## config.mk

```make
export PLATFORM = sky130hd
export DESIGN_NAME = tamper_detect
export DESIGN_NICKNAME = d
export VERILOG_FILES = /design/src/rtl/tamper_pkg.sv /design/src/rtl/tamper_rst_sync.sv /design/src/rtl/tamper_sync.sv /design/src/rtl/tamper_pacer.sv /design/src/rtl/tamper_channel.sv /design/src/rtl/tamper_detect.sv
export SDC_FILE = /design/constraint.sdc
export NUM_CORES = 1
export LEC_CHECK = 0
export ABC_CLOCK_PERIOD_IN_PS = 2600
export CORE_ASPECT_RATIO = 1.5
export CORE_MARGIN = 4
export CORE_UTILIZATION = 60
export CTS_CLUSTER_DIAMETER = 120
export CTS_CLUSTER_SIZE = 14
export DETAILED_ROUTE_END_ITERATION = 12
export PLACE_DENSITY_LB_ADDON = 0.12
export SYNTH_ARGS = -nofsm -noshare
export SYNTH_HDL_FRONTEND = slang
export SYNTH_SLANG_ARGS = --single-unit
```

## constraint.sdc

```tcl
create_clock -name clk -period 2.6 [get_ports clk]
set_input_delay 0.26 -clock clk [delete_from_list [all_inputs] [get_ports clk]]
set_output_delay 0.26 -clock clk [all_outputs]
set_load 0.02 [all_outputs]
```

## src/rtl/tamper_pkg.sv

```systemverilog
package tamper_pkg;
  localparam int unsigned RATE_W   = 3;
  localparam int unsigned FILT_W   = 2;
  localparam int unsigned CHG_W    = 2;
  localparam int unsigned SLOW_LOG = 8;

  typedef enum logic [FILT_W-1:0] {
    FLT_EDGE = 2'd0,
    FLT_RUN2 = 2'd1,
    FLT_RUN4 = 2'd2,
    FLT_RUN8 = 2'd3
  } filt_mode_e;
endpackage

```

## src/rtl/tamper_rst_sync.sv

```systemverilog
module tamper_rst_sync #(
  parameter int unsigned STAGES = 2
) (
  input  logic clk,
  input  logic arst_ni,
  output logic rst_no
);
  logic [STAGES-1:0] chain_q;
  logic [STAGES-1:0] chain_d;

  always_comb begin
    chain_d = {chain_q[STAGES-2:0], 1'b1};
  end

  always_ff @(posedge clk or negedge arst_ni) begin
    if (!arst_ni) chain_q <= '0;
    else          chain_q <= chain_d;
  end

  assign rst_no = chain_q[STAGES-1];
endmodule

```

## src/rtl/tamper_sync.sv

```systemverilog
module tamper_sync #(
  parameter int unsigned WIDTH  = 2,
  parameter int unsigned STAGES = 2
) (
  input  logic             clk,
  input  logic             rst_n,
  input  logic [WIDTH-1:0] d_i,
  output logic [WIDTH-1:0] q_o
);
  logic [STAGES-1:0][WIDTH-1:0] st_q;
  logic [STAGES-1:0][WIDTH-1:0] st_d;

  always_comb begin
    st_d = {st_q[STAGES-2:0], d_i};
  end

  always_ff @(posedge clk or negedge rst_n) begin
    if (!rst_n) st_q <= '0;
    else        st_q <= st_d;
  end

  assign q_o = st_q[STAGES-1];
endmodule

```

## src/rtl/tamper_pacer.sv

```systemverilog
module tamper_pacer
  import tamper_pkg::*;
#(
  parameter int unsigned RATE_BITS = RATE_W,
  parameter int unsigned SLOW      = SLOW_LOG,
  parameter int unsigned CHG_BITS  = CHG_W
) (
  input  logic                 clk,
  input  logic                 rst_n,
  input  logic [RATE_BITS-1:0] rate_i,
  input  logic [CHG_BITS-1:0]  chg_i,
  output logic                 strobe_o,
  output logic                 charge_o
);
  localparam int unsigned CNT_W = SLOW + (1 << RATE_BITS) - 1;

  logic [CNT_W-1:0] cnt_q, cnt_d;
  logic [CNT_W-1:0] span, phase, chg_len, chg_start;

  always_comb begin
    span      = {CNT_W{1'b1}} >> rate_i;
    phase     = cnt_q & span;
    chg_len   = CNT_W'(1) << chg_i;
    chg_start = span - chg_len;
    strobe_o  = (phase == span);
    charge_o  = (phase >= chg_start) && (phase != span);
    cnt_d     = cnt_q + CNT_W'(1);
  end

  always_ff @(posedge clk or negedge rst_n) begin
    if (!rst_n) cnt_q <= '0;
    else        cnt_q <= cnt_d;
  end
endmodule

```

## src/rtl/tamper_channel.sv

```systemverilog
module tamper_channel
  import tamper_pkg::*;
#(
  parameter int unsigned FILT_BITS = FILT_W
) (
  input  logic                 clk,
  input  logic                 rst_n,
  input  logic                 level_i,
  input  logic                 en_i,
  input  logic                 sel_i,
  input  logic [FILT_BITS-1:0] filt_i,
  input  logic                 strobe_i,
  input  logic                 clr_i,
  output logic                 hit_o,
  output logic                 flag_o
);
  localparam int unsigned MAX_NEED = 1 << ((1 << FILT_BITS) - 1);
  localparam int unsigned RUN_W    = $clog2(MAX_NEED) + 1;

  logic             prev_q, prev_d;
  logic [RUN_W-1:0] run_q, run_d, run_inc, need;
  logic             flag_q, flag_d;
  logic             edge_hit, lvl_match, edge_mode, hit;

  always_comb begin
    edge_mode = (filt_i == '0);
    edge_hit  = sel_i ? (prev_q & ~level_i) : (~prev_q & level_i);
    lvl_match = (level_i == sel_i);
    need      = RUN_W'(1) << filt_i;
    run_inc   = run_q + RUN_W'(1);
    prev_d    = level_i;
    run_d     = run_q;
    hit       = 1'b0;
    if (!en_i || edge_mode) begin
      run_d = '0;
      hit   = en_i && edge_mode && edge_hit;
    end else if (strobe_i) begin
      if (!lvl_match) begin
        run_d = '0;
      end else if (run_inc >= need) begin
        run_d = '0;
        hit   = 1'b1;
      end else begin
        run_d = run_inc;
      end
    end
    flag_d = hit | (flag_q & ~clr_i);
  end

  always_ff @(posedge clk or negedge rst_n) begin
    if (!rst_n) begin
      prev_q <= 1'b0;
      run_q  <= '0;
      flag_q <= 1'b0;
    end else begin
      prev_q <= prev_d;
      run_q  <= run_d;
      flag_q <= flag_d;
    end
  end

  assign hit_o  = hit;
  assign flag_o = flag_q;
endmodule

```

## src/rtl/tamper_detect.sv

```systemverilog
module tamper_detect
  import tamper_pkg::*;
#(
  parameter int unsigned NCH         = 2,
  parameter int unsigned RATE_BITS   = RATE_W,
  parameter int unsigned FILT_BITS   = FILT_W,
  parameter int unsigned CHG_BITS    = CHG_W,
  parameter int unsigned SLOW        = SLOW_LOG,
  parameter int unsigned SYNC_STAGES = 2
) (
  input  logic                 clk,
  input  logic                 rst_n,
  input  logic [NCH-1:0]       tamp_i,
  input  logic [NCH-1:0]       chan_en_i,
  input  logic [NCH-1:0]       act_sel_i,
  input  logic [FILT_BITS-1:0] filt_sel_i,
  input  logic [RATE_BITS-1:0] rate_sel_i,
  input  logic [CHG_BITS-1:0]  chg_sel_i,
  input  logic                 irq_en_i,
  input  logic                 stamp_en_i,
  input  logic [NCH-1:0]       flag_clr_i,
  output logic [NCH-1:0]       flag_o,
  output logic                 irq_o,
  output logic                 stamp_o,
  output logic                 pullup_o
);
  logic           sys_rst_n;
  logic [NCH-1:0] pin_s;
  logic [NCH-1:0] hit_w;
  logic [NCH-1:0] flag_w;
  logic           strobe;
  logic           charge;
  logic           stamp_q, stamp_d;

  tamper_rst_sync #(.STAGES(2)) u_rst (
    .clk     (clk),
    .arst_ni (rst_n),
    .rst_no  (sys_rst_n)
  );

  tamper_sync #(.WIDTH(NCH), .STAGES(SYNC_STAGES)) u_sync (
    .clk   (clk),
    .rst_n (sys_rst_n),
    .d_i   (tamp_i),
    .q_o   (pin_s)
  );

  tamper_pacer #(.RATE_BITS(RATE_BITS), .SLOW(SLOW), .CHG_BITS(CHG_BITS)) u_pacer (
    .clk      (clk),
    .rst_n    (sys_rst_n),
    .rate_i   (rate_sel_i),
    .chg_i    (chg_sel_i),
    .strobe_o (strobe),
    .charge_o (charge)
  );

  for (genvar g = 0; g < NCH; g++) begin : g_chan
    tamper_channel #(.FILT_BITS(FILT_BITS)) u_chan (
      .clk      (clk),
      .rst_n    (sys_rst_n),
      .level_i  (pin_s[g]),
      .en_i     (chan_en_i[g]),
      .sel_i    (act_sel_i[g]),
      .filt_i   (filt_sel_i),
      .strobe_i (strobe),
      .clr_i    (flag_clr_i[g]),
      .hit_o    (hit_w[g]),
      .flag_o   (flag_w[g])
    );
  end

  always_comb begin
    stamp_d = stamp_en_i & (|hit_w);
  end

  always_ff @(posedge clk or negedge sys_rst_n) begin
    if (!sys_rst_n) stamp_q <= 1'b0;
    else            stamp_q <= stamp_d;
  end

  assign flag_o   = flag_w;
  assign stamp_o  = stamp_q;
  assign irq_o    = irq_en_i & (|flag_w);
  assign pullup_o = charge & (filt_sel_i != '0) & (|chan_en_i);
endmodule

```

==> flow_metrics.tcl <==
set metrics [dict create \
    required_ns 2.34 \
    yosysTopAreaCell "dfrtp_1" \
    crit_fanout 6 \
    yosys.area.top_type_share_pct 41.2 \
    grt_setup_unrepaired "no" \
    dp_hpwl_microns 3410 \
    clock_latency_ns 0.29 \
    htree_num_levels 2 \
    power.density_nw_per_um2 469 \
    synth_commonest_cells "dfrtp_1, ha_1, nand3_1" \
    gr-total-overflow 0 \
    io_pins 24 \
    start_util_pct 64.2 \
    worst_setup_path_start_kind "input port" \
    grt_pass1_wl_microns 7530 \
    worst_r2r_path_depth 7 \
    cts_tree "built" \
    drt-wirelength-per-cell_microns 15.5 \
    crit_chain "clkdlybuf4s50_1 > buf_4 > or3_4 > nor2_2 > ha_1 > and3_1 > o221a_2 > o41ai_2 > a21oi_1 > buf_4" \
    worstSetupPathType "input port to primary output" \
    first_pass_iters 4 \
    r2r_slack_ns 0.35 \
    drive_gt1_share_pct 12.6 \
    grt_pass1_vias 1730 \
    utilization_pct 78.7 \
    synthArstFlopShare_pct 100 \
    die-area_sq_um 4470 \
    yosysMostFrequentCell "dfrtp_1" \
    clkTransAtPathRegs_ns 0.06 \
    leakage_nw 1.17 \
    fmax_mhz 402 \
    antenna_left 0 \
    dieHeight_microns 79.9 \
    hold_slack_ns 0.0183 \
    yosys_most_used_dff "dfrtp_1" \
    gp_congestion 0.934 \
    worst_ir_drop_vdd_uv 547 \
    synthesis.area_sq_um 2070 \
    area_growth_pct 22.7 \
    critPathLaunch "rate_sel_i[0]" \
    ys_seq_elements 34 \
    hold_viol 0 \
    synth_area_leaders "dfrtp_1, ha_1, xnor2_1" \
    synth_cell_type_count 48 \
    worst_path_max_delay_cell "clkdlybuf4s50_1" \
    die_w_microns 55.9 \
    post-route-cell-area_sq_um 2540 \
    final-setup-viol-count 0 \
    drt_iter0_drc 27 \
    crit-reg2reg-launch "g_chan[1].u_chan.run_q[0]" \
    avgViaCountPerCell 5.81 \
    clockBufferDepth 2 \
    io_buffers 23 \
    num_rows 25 \
    synth_edf_count 0 \
    antenna_found_initial 0 \
    cts.sinks 34 \
    status "finished clean" \
    cts_buffers 5 \
    seq_area_frac_synth_pct 41.2 \
    min_period_over_period_pct 95.7 \
    wirelength_microns 4440 \
    critPathCaptureType "primary output" \
    worstPathArrival_ns 2.23 \
    post-route-min-period_ns 2.49 \
    antenna_cells 0 \
    r2r_end "g_chan[1].u_chan.run_q[0]" \
    clock-root-buffer "clkbuf_8" \
    drc_errors 0 \
    path_common_cell "buf_4" \
    grt_max_degree 32 \
    skew_ns 0.00821 \
    vias 1662 \
    max_stage_delay_ns 0.42 \
    syn_nets 247 \
    postCtsHoldBufs 0 \
    finalNetCount 284 \
    core_sq_um 3220 \
    synth_cells 208 \
    syn_area_per_cell_sq_um 9.94 \
    cap_violations 0 \
    maxSlewViolCount 0 \
    yosys_warnings 0 \
    grt_usage_pct 21.8 \
    hold_class "flop to asynchronous set/reset pin" \
    crit_path_end "pullup_o" \
    dpl_cell_area_sq_um 2400 \
]
-- where the power goes --
part,total (mW),internal (mW),leakage [nW],switching [mW]
Clock,0.476,0.287,0.0524,0.189
Sequential,0.551,0.542,0.445,0.00978
Combinational,0.163,0.0828,0.669,0.0800
-- cell type report --
type,count,area [sq um]
fill,204,686
timing repair buffer,34,317
clock inverter,1,30.0
sequential,34,851
multi-input combinational,158,1170
tap,40,50.0
inverter,12,45.0
clock buffer,7,76.3
-- critical path, delay by kind of cell --
family,cells,cell delay [ns]
adder cells (fa/ha/maj),1,0.24
AND/OR/NAND/NOR,3,0.69
AO/OA/AOI/OAI,3,0.27
buffers and inverters,3,0.75
-- how the worst min path moves through the flow --
stage / start / end / slack, ns / cells after the start
after floorplan: rst_n / u_rst.chain_q[0] / -0.04 / 0
after global placement: u_rst.chain_q[1] / u_sync.st_d[3] / 0.008 / 0
after detailed placement: u_rst.chain_q[1] / u_sync.st_d[3] / 0.02 / 0
after CTS: u_rst.chain_q[1] / u_sync.st_d[3] / 0.02 / 0
after global routing: u_rst.chain_q[1] / u_sync.st_d[3] / 0.04 / 0
final: u_rst.chain_q[1] / u_sync.st_d[3] / 0.02 / 0
-- state kept, by name, summed over array words and instances, names as in the netlist --
| signal | count |
|---|---|
| u_rst.chain_q | 2 |
| u_pacer.cnt_q | 15 |
| g_chan.u_chan.run_q | 8 |
| u_sync.q_o | 2 |
| g_chan.u_chan.flag_o | 2 |
| u_sync.st_d | 2 |
| g_chan.u_chan.prev_q | 2 |
| stamp_o | 1 |
-- routing by layer --
layer / track usage (%) / vias up / share of wire [%]
li1: - / 812 / -
met2: 41.8 / 49 / 54
met3: 4.85 / 13 / 4.8
met4: 10.5 / 0 / 3.3
met1: 21.7 / 788 / 38
met5: 0 / - / 0
-- repair_timing --
item,in CTS,in global routing
pin swaps,0,4
setup buffers,0,0
setup endpoints to repair,1,1
cloned,0,0
resized for setup,6,6
-- placed cells by master, fill, tap and decap left out, types with 2 or more instances in the layout --
cell type | netlist | routed
buf_4 | 2 | 11
nand3_1 | 17 | 17
clkbuf_1 | 0 | 2
dfrtp_1 | 34 | 34
nand2b_1 | 7 | 7
o2111ai_1 | 2 | 2
o21ai_0 | 7 | 7
nor2_1 | 10 | 9
nand2_1 | 15 | 15
nor2b_1 | 4 | 4
xnor2_1 | 13 | 13
a21oi_1 | 6 | 6
nand4_1 | 2 | 2
a21o_1 | 2 | 2
and2_1 | 4 | 4
clkdlybuf4s50_1 | 0 | 21
conb_1 | 2 | 2
xor2_1 | 5 | 5
o21a_1 | 4 | 4
o211ai_1 | 4 | 4
nor3_1 | 2 | 2
and3_1 | 4 | 4
mux2i_1 | 4 | 4
inv_1 | 12 | 12
clkbuf_8 | 0 | 5
ha_1 | 20 | 20
o22ai_1 | 2 | 2
-- per-stage QoR --
step / power [mW] / setup WS, ns / instances / setup TNS [ns]
floorplan: 0.650 / 0.415 / 208 / 0
global placement: 0.714 / -0.316 / 278 / -0.316
detailed placement: 0.721 / -0.484 / 278 / -0.484
CTS: 1.20 / 0.0271 / 286 / 0
global route: 1.24 / 0.00323 / 286 / 0
finish: 1.19 / 0.111 / 286 / 0
-- cell families (layout without fill, tap and decap cells) --
| family | after synthesis | count (layout) | synth area share (%) |
|---|---|---|---|
| simple gates | 73 | 73 | 19.0 |
| compound gates | 41 | 41 | 14.4 |
| flops | 34 | 34 | 41.2 |
| fa+ha+maj | 20 | 20 | 12.1 |
| xor+xnor | 18 | 18 | 7.63 |
| buf+inv | 16 | 54 | 3.39 |
| mux | 4 | 4 | 1.94 |
| other cells | 2 | 2 | 0.363 |
Power figures use the tool's default switching activity.
